[config.mk]
export PLATFORM = sky130hd
export DESIGN_NAME = instr_decoder
export DESIGN_NICKNAME = d
export VERILOG_FILES = /design/src/rtl/dec_pkg.sv /design/src/rtl/dec_fields.sv /design/src/rtl/dec_class.sv /design/src/rtl/dec_target.sv /design/src/rtl/instr_decoder.sv
export SDC_FILE = /design/constraint.sdc
export NUM_CORES = 1
export LEC_CHECK = 0
export ABC_AREA = 1
export BUFFER_PORTS_ARGS = -buffer_cell sky130_fd_sc_hd__buf_4
export CORE_ASPECT_RATIO = 0.5
export CORE_MARGIN = 2
export CORE_UTILIZATION = 42
export DETAILED_ROUTE_END_ITERATION = 10
export HOLD_SLACK_MARGIN = 0.08
export PLACE_DENSITY = 0.68
export SLEW_MARGIN = 10
export SYNTH_ARGS = -nofsm -noshare
export SYNTH_HDL_FRONTEND = slang
export SYNTH_SLANG_ARGS = --single-unit
[constraint.sdc]
create_clock -name clk -period 2.5 [get_ports clk]
set_clock_uncertainty 0.1 [all_clocks]
set_input_delay 0.5 -clock clk [delete_from_list [all_inputs] [get_ports clk]]
set_output_delay 0.5 -clock clk [all_outputs]
set_load 0.05 [all_outputs]
[src/rtl/dec_pkg.sv]
package dec_pkg;

    localparam int WORD_W = 32;
    localparam int OP_W   = 4;
    localparam int REG_W  = 4;
    localparam int SEC_W  = 4;
    localparam int IMM_W  = 16;

    localparam logic [OP_W-1:0] OP_ALUR  = 4'b0000;
    localparam logic [OP_W-1:0] OP_CMPR  = 4'b0010;
    localparam logic [OP_W-1:0] OP_STORE = 4'b0101;
    localparam logic [OP_W-1:0] OP_BCOND = 4'b0110;
    localparam logic [OP_W-1:0] OP_ALUI  = 4'b1000;
    localparam logic [OP_W-1:0] OP_LOAD  = 4'b1001;
    localparam logic [OP_W-1:0] OP_CMPI  = 4'b1010;
    localparam logic [OP_W-1:0] OP_JAL   = 4'b1011;

    localparam logic [SEC_W-1:0] SEC_MVHI = 4'b1011;

    typedef enum logic [1:0] {
        WB_ALU  = 2'd0,
        WB_MEM  = 2'd1,
        WB_LINK = 2'd2,
        WB_CMP  = 2'd3
    } wb_sel_e;

    typedef enum logic [3:0] {
        CL_NONE, CL_ALUR, CL_CMPR, CL_STORE, CL_BCOND,
        CL_ALUI, CL_LOAD, CL_CMPI, CL_JAL
    } op_class_e;

    typedef struct packed {
        logic [REG_W-1:0] rs_idx;
        logic             rs_en;
        logic [REG_W-1:0] rt_idx;
        logic             rt_en;
        logic [REG_W-1:0] rd_idx;
        logic             rd_we;
        logic [SEC_W-1:0] sec;
        logic [WORD_W-1:0] imm;
        wb_sel_e          wb_sel;
        logic             alu_imm;
        logic             mem_rd;
        logic             mem_wr;
        logic             branch;
        logic             jal;
        logic             illegal;
    } dec_t;

    function automatic logic alu_code_ok(input logic [SEC_W-1:0] c, input logic allow_hi);
        case (c)
            4'b0000, 4'b0001, 4'b0100, 4'b0101, 4'b0110,
            4'b1100, 4'b1101, 4'b1110: alu_code_ok = 1'b1;
            SEC_MVHI:                  alu_code_ok = allow_hi;
            default:                   alu_code_ok = 1'b0;
        endcase
    endfunction

    function automatic logic cmp_code_ok(input logic [SEC_W-1:0] c);
        cmp_code_ok = (c != 4'b0100) && (c != 4'b1100);
    endfunction

endpackage

[src/rtl/dec_fields.sv]
module dec_fields
    import dec_pkg::*;
#(
    parameter int W_WORD = WORD_W,
    parameter int W_IMM  = IMM_W,
    parameter int W_SEC  = SEC_W
) (
    input  logic [W_WORD-1:0] word_i,
    output logic [OP_W-1:0]   op1_o,
    output logic [REG_W-1:0]  rd_o,
    output logic [REG_W-1:0]  rs_o,
    output logic [REG_W-1:0]  rt_o,
    output logic [W_SEC-1:0]  imm_lo_o,
    output logic              pad_nz_o,
    output logic [W_WORD-1:0] imm_ext_o
);
    localparam int EXT_W = W_WORD - W_IMM;

    assign op1_o    = word_i[W_WORD-1 -: OP_W];
    assign rd_o     = word_i[W_WORD-OP_W-1 -: REG_W];
    assign rs_o     = word_i[W_WORD-OP_W-REG_W-1 -: REG_W];
    assign rt_o     = word_i[W_WORD-OP_W-2*REG_W-1 -: REG_W];
    assign imm_lo_o = word_i[W_SEC-1:0];
    assign pad_nz_o = |word_i[W_IMM-1:W_SEC];

    generate
        if (EXT_W > 0) begin : g_ext
            assign imm_ext_o = {{EXT_W{word_i[W_IMM-1]}}, word_i[W_IMM-1:0]};
        end else begin : g_noext
            assign imm_ext_o = word_i[W_WORD-1:0];
        end
    endgenerate
endmodule

[src/rtl/dec_class.sv]
module dec_class
    import dec_pkg::*;
(
    input  logic [OP_W-1:0]  op1_i,
    input  logic [REG_W-1:0] rd_i,
    input  logic [REG_W-1:0] rt_i,
    input  logic [SEC_W-1:0] imm_lo_i,
    input  logic             pad_nz_i,
    output op_class_e        cls_o,
    output logic [SEC_W-1:0] sec_o,
    output logic             sec_ok_o
);
    always_comb begin
        cls_o    = CL_NONE;
        sec_o    = '0;
        sec_ok_o = 1'b0;
        case (op1_i)
            OP_ALUR: begin
                cls_o    = CL_ALUR;
                sec_o    = imm_lo_i;
                sec_ok_o = !pad_nz_i && alu_code_ok(imm_lo_i, 1'b0);
            end
            OP_CMPR: begin
                cls_o    = CL_CMPR;
                sec_o    = imm_lo_i;
                sec_ok_o = !pad_nz_i && cmp_code_ok(imm_lo_i);
            end
            OP_STORE: begin
                cls_o    = CL_STORE;
                sec_o    = rd_i;
                sec_ok_o = (rd_i == '0);
            end
            OP_BCOND: begin
                cls_o    = CL_BCOND;
                sec_o    = rd_i;
                sec_ok_o = cmp_code_ok(rd_i);
            end
            OP_ALUI: begin
                cls_o    = CL_ALUI;
                sec_o    = rt_i;
                sec_ok_o = alu_code_ok(rt_i, 1'b1);
            end
            OP_LOAD: begin
                cls_o    = CL_LOAD;
                sec_o    = rt_i;
                sec_ok_o = (rt_i == '0);
            end
            OP_CMPI: begin
                cls_o    = CL_CMPI;
                sec_o    = rt_i;
                sec_ok_o = cmp_code_ok(rt_i);
            end
            OP_JAL: begin
                cls_o    = CL_JAL;
                sec_o    = rt_i;
                sec_ok_o = (rt_i == '0);
            end
            default: begin
                cls_o    = CL_NONE;
            end
        endcase
    end
endmodule

[src/rtl/dec_target.sv]
module dec_target #(
    parameter int PC_W = 32
) (
    input  logic [PC_W-1:0] pc_i,
    input  logic [PC_W-1:0] imm_ext_i,
    output logic [PC_W-1:0] target_o
);
    localparam logic [PC_W-1:0] STEP = PC_W'(4);

    assign target_o = pc_i + STEP + {imm_ext_i[PC_W-3:0], 2'b00};
endmodule

[src/rtl/instr_decoder.sv]
module instr_decoder
    import dec_pkg::*;
#(
    parameter int PC_W = WORD_W
) (
    input  logic              clk,
    input  logic              rst_n,
    input  logic [WORD_W-1:0] instr_i,
    input  logic [PC_W-1:0]   pc_i,
    output logic [REG_W-1:0]  rs_idx_o,
    output logic              rs_en_o,
    output logic [REG_W-1:0]  rt_idx_o,
    output logic              rt_en_o,
    output logic [REG_W-1:0]  rd_idx_o,
    output logic              rd_we_o,
    output logic [SEC_W-1:0]  sec_op_o,
    output logic [WORD_W-1:0] imm_o,
    output logic [1:0]        wb_sel_o,
    output logic              alu_imm_o,
    output logic              mem_rd_o,
    output logic              mem_wr_o,
    output logic              branch_o,
    output logic              jal_o,
    output logic              illegal_o,
    output logic [PC_W-1:0]   br_target_o
);
    logic [OP_W-1:0]   op1;
    logic [REG_W-1:0]  f_rd, f_rs, f_rt;
    logic [SEC_W-1:0]  imm_lo;
    logic              pad_nz;
    logic [WORD_W-1:0] imm_ext;
    op_class_e         cls;
    logic [SEC_W-1:0]  sec;
    logic              sec_ok;
    logic [PC_W-1:0]   tgt;

    dec_t            dec_d, dec_q;
    logic [PC_W-1:0] tgt_d, tgt_q;

    dec_fields u_fields (
        .word_i    (instr_i),
        .op1_o     (op1),
        .rd_o      (f_rd),
        .rs_o      (f_rs),
        .rt_o      (f_rt),
        .imm_lo_o  (imm_lo),
        .pad_nz_o  (pad_nz),
        .imm_ext_o (imm_ext)
    );

    dec_class u_class (
        .op1_i    (op1),
        .rd_i     (f_rd),
        .rt_i     (f_rt),
        .imm_lo_i (imm_lo),
        .pad_nz_i (pad_nz),
        .cls_o    (cls),
        .sec_o    (sec),
        .sec_ok_o (sec_ok)
    );

    dec_target #(.PC_W(PC_W)) u_target (
        .pc_i      (pc_i),
        .imm_ext_i (imm_ext[PC_W-1:0]),
        .target_o  (tgt)
    );

    always_comb begin
        dec_d        = '0;
        dec_d.imm    = imm_ext;
        dec_d.wb_sel = WB_ALU;
        tgt_d        = tgt;
        if ((cls != CL_NONE) && sec_ok) begin
            dec_d.sec = sec;
            case (cls)
                CL_ALUR, CL_CMPR: begin
                    dec_d.rs_en  = 1'b1;
                    dec_d.rt_en  = 1'b1;
                    dec_d.rd_we  = 1'b1;
                    dec_d.wb_sel = (cls == CL_CMPR) ? WB_CMP : WB_ALU;
                end
                CL_ALUI, CL_CMPI: begin
                    dec_d.rs_en   = 1'b1;
                    dec_d.rd_we   = 1'b1;
                    dec_d.alu_imm = 1'b1;
                    dec_d.wb_sel  = (cls == CL_CMPI) ? WB_CMP : WB_ALU;
                end
                CL_LOAD: begin
                    dec_d.rs_en   = 1'b1;
                    dec_d.rd_we   = 1'b1;
                    dec_d.alu_imm = 1'b1;
                    dec_d.mem_rd  = 1'b1;
                    dec_d.wb_sel  = WB_MEM;
                end
                CL_STORE: begin
                    dec_d.rs_en   = 1'b1;
                    dec_d.rt_en   = 1'b1;
                    dec_d.alu_imm = 1'b1;
                    dec_d.mem_wr  = 1'b1;
                end
                CL_BCOND: begin
                    dec_d.rs_en  = 1'b1;
                    dec_d.rt_en  = 1'b1;
                    dec_d.branch = 1'b1;
                end
                CL_JAL: begin
                    dec_d.rs_en   = 1'b1;
                    dec_d.rd_we   = 1'b1;
                    dec_d.alu_imm = 1'b1;
                    dec_d.jal     = 1'b1;
                    dec_d.wb_sel  = WB_LINK;
                end
                default: begin
                    dec_d.illegal = 1'b1;
                end
            endcase
        end else begin
            dec_d.illegal = 1'b1;
        end
        dec_d.rs_idx = dec_d.rs_en ? f_rs : '0;
        dec_d.rt_idx = dec_d.rt_en ? f_rt : '0;
        dec_d.rd_idx = dec_d.rd_we ? f_rd : '0;
    end

    always_ff @(posedge clk) begin
        if (!rst_n) begin
            dec_q <= '0;
            tgt_q <= '0;
        end else begin
            dec_q <= dec_d;
            tgt_q <= tgt_d;
        end
    end

    assign rs_idx_o    = dec_q.rs_idx;
    assign rs_en_o     = dec_q.rs_en;
    assign rt_idx_o    = dec_q.rt_idx;
    assign rt_en_o     = dec_q.rt_en;
    assign rd_idx_o    = dec_q.rd_idx;
    assign rd_we_o     = dec_q.rd_we;
    assign sec_op_o    = dec_q.sec;
    assign imm_o       = dec_q.imm;
    assign wb_sel_o    = dec_q.wb_sel;
    assign alu_imm_o   = dec_q.alu_imm;
    assign mem_rd_o    = dec_q.mem_rd;
    assign mem_wr_o    = dec_q.mem_wr;
    assign branch_o    = dec_q.branch;
    assign jal_o       = dec_q.jal;
    assign illegal_o   = dec_q.illegal;
    assign br_target_o = tgt_q;
endmodule

**Word level (Yosys, flattened, before mapping)**

Memory sizes are Yosys's and may differ from the RTL's.
Cells that the tools add are included.

- Bits in registers: 75
- Bits in latches: 0
- Bits in writable memories: 0
- ROM bits: 32
- Input port bits: 66
- Output and inout bits: 91
- Word-level logic and storage cells: 87
- Memories kept: 2

Memory list:

| memory | words | bits a word | read ports | clocked after Yosys merged registers in | write ports | RTL line | text |
|---|---|---|---|---|---|---|---|
| (no name shown) | 16 | 1 | 1 | 0 | 0 | dec_pkg.sv:51 | `case (c)` |
| (no name shown) | 16 | 1 | 1 | 0 | 0 | dec_pkg.sv:51 |  |

- $add $sub $neg: 2
- Multipliers: 0
- Div/mod/pow operators: 0
- Order comparisons: 0
- Eq/ne operators: 21
- Shift-type cells: 0
- Mux-type cells: 20
- Bitwise gates (word level): 0
- Reduce and logical (&&, ||, !) cells: 26

Operators with widths:

| cell | count |
|---|---|
| adder 32 x 3 -> 32 bit (second input constant) | 1 |
| adder 32 bit | 1 |
| one-hot mux 4 bit (8 select lines) | 1 |
| == test 4 x 3 -> 1 bit (second input constant) | 6 |
| == test 4 bit (second input constant) | 5 |
| 2-to-1 mux 1 bit | 13 |
| == test 4 x 2 -> 1 bit (second input constant) | 3 |
| zero test 4 bit | 3 |
| inequality test 4 x 3 -> 1 bit (second input constant) | 3 |
| inequality test 4 bit (second input constant) | 3 |
| one-hot mux 4 bit (3 select lines) | 1 |
| OR reduction 12 bit | 1 |
| OR reduction 2 bit | 5 |
| one-hot mux 2 bit (4 select lines) | 1 |
| AND reduction 2 bit | 4 |
| OR reduction 4 bit | 2 |
| OR reduction 8 bit | 1 |
| one-hot mux 1 bit (7 select lines) | 1 |
| logical AND 1 bit | 6 |
| OR reduction 6 bit | 1 |
| 2-to-1 mux 5 bit | 1 |
| OR reduction 5 bit | 1 |
| == test 4 x 1 -> 1 bit (second input constant) | 1 |
| 2-to-1 mux 2 bit | 2 |
| other kinds (2) | 2 |

**Depth between registers and ports, before layout**

- Word-level depth: 7
- Depth in mapped cells: 14

**Modules after synthesis**

From an unflattened synthesis, not the netlist that was laid out.

- Cells, all modules: 929
- Area total of the unflattened synthesis: 6092.1 um^2

Modules (own cells, without submodules):

| module | times used | cells an instance | area each (um^2) | sequential area each (um^2) |
|---|---|---|---|---|
| instr_decoder | 1 | 308 | 2743.9 | 1821.7 |
| dec_target | 1 | 477 | 2566.2 | 0.0 |
| dec_fields | 1 | 63 | 434.2 | 0.0 |
| dec_class | 1 | 81 | 347.8 | 0.0 |

**Worst setup path before layout**

OpenSTA, ideal clock, no wires.

- Kind: input to register
- Start: input port instr_i[1]
- End: register tgt_q[31] (netlist: br_target_o[31])
- Arrival time: 2.145 ns
- Required time: 2.285 ns
- Slack: 0.140 ns
- Stages: 11
- Buffers on the path: 0
- Path through: ha_1 > ha_1 > fa_1 > nand3_1 > nand3_1 > nand3_1 > nand3_1 > nand2_1 > nand3_1 > nand2_1 > nor2_1

- Longest elaborated chain between the ends: 1

Ends and longest elaborated chain:

| element | RTL line | text |
|---|---|---|
| start: declaration | instr_decoder.sv:8 | `input logic [WORD_W-1:0] instr_i,` |
| adder 32 bit | dec_target.sv:10 | `assign target_o = pc_i + STEP + {imm_ext_i[PC_W-3:0], 2'b00};` |
| end signal: assignment | instr_decoder.sv:131 | `tgt_q <= tgt_d;` |
| end: declaration | instr_decoder.sv:38 | `logic [PC_W-1:0] tgt_d, tgt_q;` |

Every way passes these cells.
A chain may end at the register's enable or synchronous reset.

**Worst setup path after layout**

- Start: input port instr_i[1]
- End: register tgt_q[27] (netlist: br_target_o[27])

The elaborated chain is that of the path after synthesis.

==> flow_metrics.py <==
metrics = {
    "hold_path": {
        "hold-path-endpoint": "br_target_o[0]$_SDFF_PN0_",
        "hold_path_startpoint": "pc_i[0]",
        "worst_hold_path_type": "in2reg",
        "min_delay_path_depth": 3,
    },
    "worst_setup_path": {
        "critPathLaunchType": "input pin",
        "timing.critical_path.slowest_stage_cell": "fa_1",
        "critPathKind": "in2reg",
        "worst-endpoint-required_ns": 2.68,
        "critPathMaxStageDelay_ns": 0.39,
        "critical_path.max_fanout": 5,
        "crit_path_cell_trace": "buf_4 > ha_1 > ha_1 > fa_1 > nand3_1 > nand3_1 > nand2_1 > nand2_1 > nand2_1 > nand3_1 > nand2_1 > nand2_1 > nor2_1",
        "critical-path-top-cell-by-count": "nand2_1",
        "end_kind": "flip-flop",
        "worstPathArrival_ns": 2.46,
    },
    "yosys": {
        "syn-num-nets": 888,
        "postSynthAreaPerCell_um2": 6.42,
        "ys_seq_elements": 75,
        "yosysSeqAreaShare_pct": 30.6,
        "syn-instance-count": 764,
        "yosysTopAreaCellShare_pct": 30.6,
        "synthesis.yosys.warnings": 0,
        "syn_area_um2": 4910,
        "largest_area_contributor_in_the_netlist": "dfxtp_1",
        "synth_area_leaders": "dfxtp_1 31%, nand2_1 18%, ha_1 15%, inv_1 11%, nor2_1 7.3%",
        "synth_cell_type_count": 31,
    },
    "die": {
        "ioPinCount": 157,
        "number_of_core_rows": 27,
        "die_height_um": 80.4,
        "initial_core_util_pct": 43.9,
        "die_area_um2": 12600,
        "design.core.area_um2": 11200,
        "fp.dieW_um": 157,
    },
    "sta": {
        "worst_hold_slack_ns": 0.241,
        "grt_setup_unrepaired": "false",
        "slew_margin_rel_pct": 68.1,
        "final_max_slew_viol_count": 0,
        "min_period_over_period_pct": 91.3,
        "worst_slew_pin_slew_ns": 0.477,
        "finalCriticalPeriod_ns": 2.28,
        "maxClockFrequency_ghz": 0.438,
        "final_hold_viol_count": 0,
        "finalSetupViolations": 0,
    },
    "power": {
        "power.density_nw_per_um2": 626,
        "power.net_switching_mw": 1.55,
        "power_switching_share_pct": 37.3,
        "clockPowerShare_pct": 32.5,
        "max-vdd-ir-drop_mv": 0.309,
        "leakage_nw": 3.94,
        "power_report.internal_total_mw": 2.60,
        "fin_total_pwr_mw": 4.15,
        "share_comb_of_total_power_pct": 35.6,
        "seq_power_share_pct": 31.8,
    },
    "clock_network": {
        "quantity_of_hold_fixing_buffers_added_after_cts": 0,
        "tritoncts.num_buffers": 9,
        "htree_num_levels": 3,
        "count_of_buffers_added_by_post_cts_timing_repair_for_setup": 0,
        "clock-root-buffer": "clkbuf_16",
        "clk_pin_slew_ns": 0.06,
        "tritoncts_num_sinks": 75,
        "tritoncts_clock_tree": "built",
        "cts_max_path_buffers": 2,
        "cts_resized": 0,
    },
    "layout": {
        "nets": 1058,
        "final_core_util_pct": 59.3,
        "syn_to_final_growth_pct": 35.0,
        "layout.filler_cells": 1098,
        "post-route-cell-area_um2": 6630,
        "post_route_cells_drive_above_1_share_pct": 22.9,
        "ff_latch_area_um2": 1500,
        "post_layout_cell_count": 1098,
        "multi_input_gate_area_in_the_final_layout_um2": 2690,
        "antenna-diode-count": 0,
    },
    "placement": {
        "gpl.final_weighted_congestion": 0.925,
        "port-buffer-count": 156,
        "dp_hpwl_mm": 11.1,
        "dpl-instance-area_um2": 6320,
        "place_inst": 1082,
    },
    "routing": {
        "first_iter_violations": 341,
        "detail_route.drc_violations": 0,
        "drt_first_pass_iters": 5,
        "final_antenna_net_count": 0,
        "routed_wl_mm": 13.4,
        "detailroute.via_count": 4963,
        "wl_per_cell_um": 12.2,
        "routed_via_density": 4.52,
    },
    "global_routing": {
        "grt_usage_pct": 22.3,
        "grt_start_max_net_pins": 36,
        "via_count_of_the_first_global_routing_pass": 4496,
        "grt_antenna_before_repair": 0,
        "grt_first_pass_wirelength_mm": 21.6,
        "global_route.overflow_total": 0,
    },
    "outcome": {
        "status": "complete, no violations",
    },
    "flow_run": {
        "maxCapViolations": 0,
    },
}
## per-stage QoR
| stage | TNS [ns] | worst slack [ns] |
|---|---|---|
| 4_1_cts | 0 | 0.250 |
| 3_3_place_gp | -0.359 | -0.100 |
| 5_1_grt | 0 | 0.0950 |
| 3_5_place_dp | -0.498 | -0.102 |
| 2_1_floorplan | 0 | 0.140 |
| 6_report | 0 | 0.217 |
## layout make-up
| type | instances | share of cell area (%) |
|---|---|---|
| clock inverters | 6 | 1.08 |
| inverters | 149 | 8.44 |
| repair buffers | 182 | 20.6 |
| flip-flops and latches | 75 | 22.7 |
| well taps | 159 | 3.00 |
| multi-input cells | 517 | 40.6 |
| clock buffers | 10 | 3.61 |
## registers in the layout, indices dropped and copies added (netlist names)
name,count
br_target_o,32
imm_o,16
rd_idx_o,4
rs_idx_o,4
rt_idx_o,4
sec_op_o,4
wb_sel_o,2
alu_imm_o,1
branch_o,1
illegal_o,1
jal_o,1
mem_rd_o,1
mem_wr_o,1
rd_we_o,1
rs_en_o,1
rt_en_o,1
## worst max-delay path: cells and delay by family
kind          cells  cell delay [ns]
simple gates      9             0.92
fa+ha+maj         3             0.91
buf+inv           1             0.12
## cells in the mapped netlist
cell      count
nand2_1     238
buf_1         2
o22ai_1       4
inv_2         2
a21oi_1      34
ha_1         57
dfxtp_1      75
o21bai_1      1
nand4_1       7
o21a_1        2
clkbuf_1      3
buf_2         1
and2_1        2
nand2_2       1
nor2_1       96
fa_1          1
nor3_1        5
o21ai_0      12
a21o_1        1
xor2_1        1
a31oi_1       1
nand3b_1      1
o211ai_1      1
xnor2_1       2
nor3_4        1
buf_6         1
nor2_2       11
inv_1       147
nand3_2       2
nand3_1      36
buf_4        16
## power by group through the flow
stage	Combinational [mW]	Sequential (mW)	Clock [mW]
2_1_floorplan	0.650	1.68	0
3_3_place_gp	1.46	1.35	0
3_5_place_dp	1.47	1.35	0
4_1_cts	1.48	1.32	1.37
5_1_grt	1.63	1.33	1.43
6_report	1.48	1.32	1.35
## cells in the final DEF, fill, tap and decap left out, drive strengths merged, types with 4 or more instances in the layout
master	count
nand2	239
nor3	6
nand3	38
o22ai	4
nor2	107
a21oi	34
nand4	7
o21ai	12
clkbuf	10
dfxtp	75
buf	182
ha	57
inv	152
## layer usage
metal  track usage [%]  vias to the layer above  share of wire [%]  wire length, um
met5                 0                        -                  0                0
met2              36.8                      161                 44             5950
met1              29.0                     2117                 48             6410
met3              5.56                       21                6.7              906
li1                  -                     2664                  -                -
met4              6.06                        0                1.4              183
## worst max path at each step
stage          cells after the start  slack (ns)       start                    endpoint
6_report                          13        0.22  instr_i[1]  br_target_o[27]$_SDFF_PN0_
5_1_grt                           13         0.1  instr_i[1]  br_target_o[27]$_SDFF_PN0_
2_1_floorplan                     11        0.14  instr_i[1]  br_target_o[31]$_SDFF_PN0_
4_1_cts                           12        0.25  instr_i[1]  br_target_o[31]$_SDFF_PN0_
3_5_place_dp                      12       -0.10  instr_i[1]  br_target_o[31]$_SDFF_PN0_
3_3_place_gp                      12       -0.10  instr_i[1]  br_target_o[31]$_SDFF_PN0_
## logic make-up (layout without fill, tap and decap cells)
family | Yosys count | in the layout | synth area share, %
AOI/OAI and AO/OA | 56 | 56 | 6.09
xor gates and xnor gates | 3 | 3 | 0.535
adders and majority gates | 58 | 58 | 14.9
buffers and inverters | 172 | 347 | 14.6
DFF | 75 | 75 | 30.6
and+or+nand+nor | 400 | 400 | 33.3
Power figures use the tool's default switching activity.
